`src/rtl/kscore_pkg.sv`:
```
package kscore_pkg;
  localparam int S_LEN   = 31;
  localparam int B_LEN   = 90;
  localparam int KEY_LEN = (S_LEN - 1) + B_LEN;

  function automatic logic f1_next(input logic [S_LEN-1:0] s);
    logic lin, quad, cub, quart;
    lin   = s[0] ^ s[2] ^ s[5] ^ s[6] ^ s[15] ^ s[17] ^ s[18] ^ s[20] ^ s[25];
    quad  = (s[8] & s[18]) ^ (s[8] & s[20]) ^ (s[12] & s[21]) ^
            (s[14] & s[19]) ^ (s[17] & s[21]) ^ (s[20] & s[22]);
    cub   = (s[4] & s[12] & s[22]) ^ (s[8] & s[18] & s[22]) ^
            (s[4] & s[19] & s[22]) ^ (s[7] & s[20] & s[21]) ^
            (s[8] & s[20] & s[22]) ^ (s[12] & s[19] & s[22]) ^
            (s[20] & s[21] & s[22]);
    quart = (s[4] & s[7] & s[12] & s[21]) ^ (s[4] & s[7] & s[19] & s[21]) ^
            (s[4] & s[12] & s[21] & s[22]) ^ (s[4] & s[19] & s[21] & s[22]) ^
            (s[7] & s[8] & s[18] & s[21]) ^ (s[7] & s[8] & s[20] & s[21]) ^
            (s[7] & s[12] & s[19] & s[21]) ^ (s[8] & s[18] & s[21] & s[22]) ^
            (s[8] & s[20] & s[21] & s[22]) ^ (s[12] & s[19] & s[21] & s[22]);
    return lin ^ quad ^ cub ^ quart;
  endfunction

  function automatic logic f2_next(input logic [B_LEN-1:0] b);
    logic lin, hi;
    lin = b[0] ^ b[24] ^ b[49] ^ b[79] ^ b[84];
    hi  = (b[3] & b[59]) ^ (b[60] & b[74]) ^ (b[10] & b[12]) ^ (b[15] & b[16]) ^
          (b[25] & b[53]) ^ (b[35] & b[42]) ^ (b[55] & b[58]) ^
          (b[20] & b[22] & b[23]) ^ (b[62] & b[68] & b[72]) ^
          (b[77] & b[80] & b[81] & b[83]);
    return lin ^ hi;
  endfunction

  function automatic logic out_bit(input logic [S_LEN-1:0] s,
                                   input logic [B_LEN-1:0] b);
    logic l_part, q_part, t_part, tp_part;
    l_part  = b[7] ^ b[11] ^ b[30] ^ b[40] ^ b[45] ^ b[54] ^ b[71];
    q_part  = (b[4] & b[21]) ^ (b[9] & b[52]) ^ (b[18] & b[37]) ^ (b[44] & b[76]);
    t_part  = b[5] ^ (b[8] & b[82]) ^ (b[34] & b[67] & b[73]) ^
              (b[2] & b[28] & b[41] & b[65]) ^
              (b[13] & b[29] & b[50] & b[64] & b[75]) ^
              (b[6] & b[14] & b[26] & b[32] & b[47] & b[61]) ^
              (b[1] & b[19] & b[27] & b[43] & b[57] & b[66] & b[78]);
    tp_part = s[23] ^ (s[3] & s[16]) ^ (s[9] & s[13] & b[48]) ^
              (s[1] & s[24] & b[38] & b[63]);
    return l_part ^ q_part ^ t_part ^ tp_part;
  endfunction
endpackage

```
`src/rtl/kscore_sreg.sv`:
```
module kscore_sreg #(
  parameter int W         = 31,
  parameter bit FORCE_TOP = 1'b0
) (
  input  logic         clk,
  input  logic         rst_n,
  input  logic         load_en,
  input  logic [W-1:0] load_val,
  input  logic         xadd_en,
  input  logic [W-1:0] xadd_val,
  input  logic         step_en,
  input  logic         fb_bit,
  output logic [W-1:0] q
);
  logic [W-1:0] xadd_res;
  logic [W-1:0] shift_res;

  generate
    if (FORCE_TOP) begin : g_force
      assign xadd_res = {1'b1, q[W-2:0] ^ xadd_val[W-2:0]};
    end else begin : g_plain
      assign xadd_res = q ^ xadd_val;
    end
  endgenerate

  assign shift_res = {fb_bit, q[W-1:1]};

  always_ff @(posedge clk) begin
    if (!rst_n)       q <= '0;
    else if (load_en) q <= load_val;
    else if (xadd_en) q <= xadd_res;
    else if (step_en) q <= shift_res;
  end
endmodule

```
`src/rtl/kscore_fbnet.sv`:
```
module kscore_fbnet
  import kscore_pkg::*;
(
  input  logic [S_LEN-1:0] s,
  input  logic [B_LEN-1:0] b,
  input  logic             z,
  input  logic             mix_mode,
  output logic             s_fb_core,
  output logic             b_fb_core,
  output logic             s_fb,
  output logic             b_fb
);
  logic inject;

  assign s_fb_core = f1_next(s);
  assign b_fb_core = s[0] ^ f2_next(b);
  assign inject    = mix_mode & z;
  assign s_fb      = s_fb_core ^ inject;
  assign b_fb      = b_fb_core ^ inject;
endmodule

```
`src/rtl/kscore_outfn.sv`:
```
module kscore_outfn
  import kscore_pkg::*;
(
  input  logic [S_LEN-1:0] s,
  input  logic [B_LEN-1:0] b,
  output logic             z
);
  assign z = out_bit(s, b);
endmodule

```
`src/rtl/kscore_dual_nfsr.sv`:
```
module kscore_dual_nfsr
  import kscore_pkg::*;
(
  input  logic               clk,
  input  logic               rst_n,
  input  logic               load_en,
  input  logic [S_LEN-1:0]   load_s,
  input  logic [B_LEN-1:0]   load_b,
  input  logic               kadd_en,
  input  logic [KEY_LEN-1:0] kadd_val,
  input  logic               step_en,
  input  logic               mix_mode,
  output logic               z_out,
  output logic [S_LEN-1:0]   state_s,
  output logic [B_LEN-1:0]   state_b
);
  logic s_fb_core, b_fb_core, s_fb, b_fb;
  logic [S_LEN-1:0] s_key;

  assign s_key = {1'b0, kadd_val[KEY_LEN-1:B_LEN]};

  kscore_outfn u_out (.s(state_s), .b(state_b), .z(z_out));

  kscore_fbnet u_fb (
    .s(state_s), .b(state_b), .z(z_out), .mix_mode(mix_mode),
    .s_fb_core(s_fb_core), .b_fb_core(b_fb_core), .s_fb(s_fb), .b_fb(b_fb)
  );

  kscore_sreg #(.W(S_LEN), .FORCE_TOP(1'b1)) u_sreg_s (
    .clk(clk), .rst_n(rst_n), .load_en(load_en), .load_val(load_s),
    .xadd_en(kadd_en), .xadd_val(s_key), .step_en(step_en),
    .fb_bit(s_fb), .q(state_s)
  );

  kscore_sreg #(.W(B_LEN), .FORCE_TOP(1'b0)) u_sreg_b (
    .clk(clk), .rst_n(rst_n), .load_en(load_en), .load_val(load_b),
    .xadd_en(kadd_en), .xadd_val(kadd_val[B_LEN-1:0]), .step_en(step_en),
    .fb_bit(b_fb), .q(state_b)
  );
endmodule

```
`config.mk`:
```
export PLATFORM = sky130hd
export DESIGN_NAME = kscore_dual_nfsr
export DESIGN_NICKNAME = d
export VERILOG_FILES = /design/src/rtl/kscore_pkg.sv /design/src/rtl/kscore_sreg.sv /design/src/rtl/kscore_fbnet.sv /design/src/rtl/kscore_outfn.sv /design/src/rtl/kscore_dual_nfsr.sv
export SDC_FILE = /design/constraint.sdc
export NUM_CORES = 1
export LEC_CHECK = 0
export ABC_AREA = 1
export CORE_MARGIN = 3
export CORE_UTILIZATION = 39
export CTS_CLUSTER_DIAMETER = 40
export DETAILED_ROUTE_END_ITERATION = 16
export PLACE_DENSITY = 0.81
export SETUP_SLACK_MARGIN = 0.1
export SLEW_MARGIN = 10
export SYNTH_ARGS = -nofsm -noshare
export SYNTH_HDL_FRONTEND = slang
export SYNTH_SLANG_ARGS = --single-unit
```
`constraint.sdc`:
```
create_clock -name clk -period 1.5 [get_ports clk]
set_input_delay 0.3 -clock clk [delete_from_list [all_inputs] [get_ports clk]]
set_output_delay 0.3 -clock clk [all_outputs]
set_load 0.01 [all_outputs]
```
==> results.md <==
* Status: finished with violations
* Violated checks: setup timing
* Worst EP required at 1.20 ns
* Drt first-iter violations at 760
* RSZ-0062 raised after global routing: yes
* Total number of vias at 11,678
* Max Cap Viol at 0
* Setup Skew at 0.0105 ns
* Hold_buf cts at 0
* Routability cong. at 0.946
* R2R Path Start: u_sreg_b.q[27]$_SDFFE_PN0P_
* Post-synth cell types at 31
* Synth warnings at 0
* Hold WC Path Type: in2reg
* Hpwl dp at 30,100 µm
* Fin nets at 2,057
* Largest net degree at the start of global routing at 66
* Vias in the first global route at 11,210
* CP Max Fanout at 2
* Cell Chain, Critical Path: nand2_1 -> nor2_2 -> nand2_1 -> inv_1 -> nand2_2 -> nand2_1 -> nand2_2 -> nand2_1 -> nand2_2 -> nand2_2 -> nand2_2 -> nand2_2 -> inv_2 -> buf_6
* Cell Area, Synth at 8590 µm²
* Critical path class: reg2out
* Placed Instances at 2,034
* Cell Pwr Density at 835 nW/µm²
* CP max-delay cell: dfxtp_2
* R2R Setup Slk at -0.42 ns
* Die H at 154 µm
* Initial Utilization at 40.2%
* Post-route clock period utilization at 149%
* Leak at 6.51 nW
* Share of layout cells above drive strength 1 at 30.7%
* Remaining global-route overflow at 0
* Final setup vio count at 3
* Port-buffer cells at 368
* Via density at 5.56
* Number of synthesized flops with an enable pin at 0
* R2R depth at 17
* Clock Path Buffers at 2
* CP dominant cell by count: nand2_2
* Syn Area/Cell at 6.64 µm²
* Die width at 154 µm
* Ys flop type: dfxtp_1
* Critical path depth at 14
* Buf/Inv on CP at 3
* Die area at 23,800 µm²
* Fmax at 447 MHz
* CP Capture Point: z_out
* Fillcell total at 1,742
* Worst setup SP type: flip-flop
* Initial antenna violation count at 1
* CTS buffer count at 17
* Syn Inst Count at 1,294
* Detailed Routing Iterations Pass 1 at 5
* Sequential area share after synthesis at 28.2%
* Clock period minus worst slack at 2.24 ns
* WL final at 41,100 µm
* CTS tree: yes
* Crit. Startpoint: u_sreg_b.q[27]$_SDFFE_PN0P_
* Crit-path leading delay family: simple AND/OR/NAND/NOR gates
* Slew Limit Headroom at 76.3%
* Post-synth ARST share at 0%
* Delay of the slowest cell on the worst path at 0.34 ns
* CTS Sinks at 121
* Area Growth Syn to Fin at 73.3%
* # DRC at 0
* First-pass GRT wire length at 60,300 µm
* Final WS setup at -0.735 ns
* ANT nets after route at 0
* Number of synthesized register bits at 121
* Row count at 53
* Total negative setup slack at -1.55 ns
* Final Hold Fails at 0
* Slew @ Worst Pin at 0.355 ns
* Pins Over Slew Limit at 0
* Wire per inst at 19.6 µm
* Hold Startpoint: load_en
* Critical Path End Type: primary output
* Worst Path Arrival at 1.94 ns
* Total Routing Usage GR at 31.7%
* Cell Count, Final, Fillers Out at 2,099
* Core Box Area at 21,400 µm²
* Root Driver: clkbuf_16
* Syn_nets at 1,541
* H-tree levels at 4
* Reg clk slew, reported paths at 0.07 ns
* VDD IR max at 0.000664 V
* Worst R2R End: u_sreg_b.q[89]$_SDFFE_PN0P_
* Ports at 369
* Worst-Skew Late Latency at 0.43 ns
[flip-flops by register name (all words and copies together) (netlist names)]
signal and cells:
u_sreg_b.q 90, u_sreg_s.q 31
[layer usage]
layer / vias to the layer above / GRT usage (%) / share of wire [%]
li1: 5467 / - / -
met1: 5390 / 36.7 / 38
met2: 689 / 55.6 / 49
met3: 132 / 6.97 / 8.3
met4: 0 / 15.1 / 4.8
met5: - / 0 / 0
[tightest hold or removal path: stages]
cell and delay, ns:
buf_4 0.14, buf_12 0.16, nand2_1 0.06, a31oi_1 0.07
[logic make-up after synthesis]
group	Yosys count	synth area share, %
compound gates	392	27.0
xor+xnor	128	13.1
simple gates	484	23.3
flops	121	28.2
buf+inv	169	8.45
[cell usage after synthesis (4+ instances only)]
cell type / n / area share [%]
nand2_1: 358 / 16
o21ai_0: 160 / 9.3
dfxtp_1: 121 / 28
a31oi_1: 119 / 8.7
xnor2_1: 85 / 8.7
clkbuf_1: 83 / 3.6
o211ai_1: 81 / 7.1
inv_1: 60 / 2.6
nand3_1: 53 / 3.1
nor2_1: 43 / 1.9
xor2_1: 43 / 4.4
a21oi_1: 27 / 1.6
nand2_2: 14 / 1.0
inv_2: 8 / 0.35
buf_6: 6 / 0.79
clkbuf_8: 4 / 0.64
nand3_2: 4 / 0.47
[what timing repair did]
item                       CTS  global route
gates resized for setup    559            85
gates cloned                 0             6
setup endpoints to repair  125            52
setup buffers               27            15
pin swaps                    5            21
[cells in the final DEF (no fill, tap or decap), drive strengths merged]
master         count
a21oi             28
a22oi              1
a31oi            119
buf              324
bufinv             2
clkbuf            25
clkdlybuf4s15     14
clkdlybuf4s50    243
clkinv             9
clkinvlp           2
dfxtp            121
diode              1
dlygate4sd2        7
inv               71
nand2            374
nand3             58
nand3b             2
nand4              2
nor2              47
o211ai            81
o21ai            163
or2                2
xnor2             85
xor2              43
[worst min-delay path by stage]
stage                                  end  depth (start not counted)  slack (ns)
3_3_place_gp   u_sreg_b.q[39]$_SDFFE_PN0P_                          2        0.56
2_1_floorplan  u_sreg_b.q[14]$_SDFFE_PN0P_                          2        0.45
5_1_grt        u_sreg_b.q[68]$_SDFFE_PN0P_                          4        0.36
4_1_cts        u_sreg_b.q[68]$_SDFFE_PN0P_                          4        0.34
3_5_place_dp   u_sreg_s.q[28]$_SDFFE_PN0P_                          2        0.57
6_report       u_sreg_b.q[68]$_SDFFE_PN0P_                          4        0.36
[area by class of cell]
cell class                 instances  area [µm²]  share of cell area, %
multi-input combinational       1005        5660                   38.1
timing repair buffer             595        5410                   36.3
sequential                       121        2610                   17.6
clock buffer                      18         439                   2.95
tap                              275         344                   2.31
inverter                          70         263                   1.77
clock inverter                    14         148                  0.992
antenna                            1        2.50                 0.0168
[power by group]
group	internal (W)	total [W]	switching [W]
Combinational	0.00230	0.00448	0.00217
Sequential	0.00354	0.00383	0.000289
Clock	0.00249	0.00412	0.00163
Total	0.00834	0.0124	0.00409
[through the flow]
stage	power [W]	instance area, µm²	hold WS (ns)	setup slack, ns	util, %
after floorplan	0.00573	8690	0.453	-0.139	-
after global placement	0.00809	13900	0.563	-0.616	65.2
after detailed placement	0.00817	13900	0.575	-0.695	65.2
after CTS	0.0123	14600	0.341	-0.670	68.3
after global routing	0.0130	14900	0.362	-0.829	69.7
final	0.0124	14900	0.358	-0.735	69.7
No activity file was read; power rests on OpenSTA's default activity.
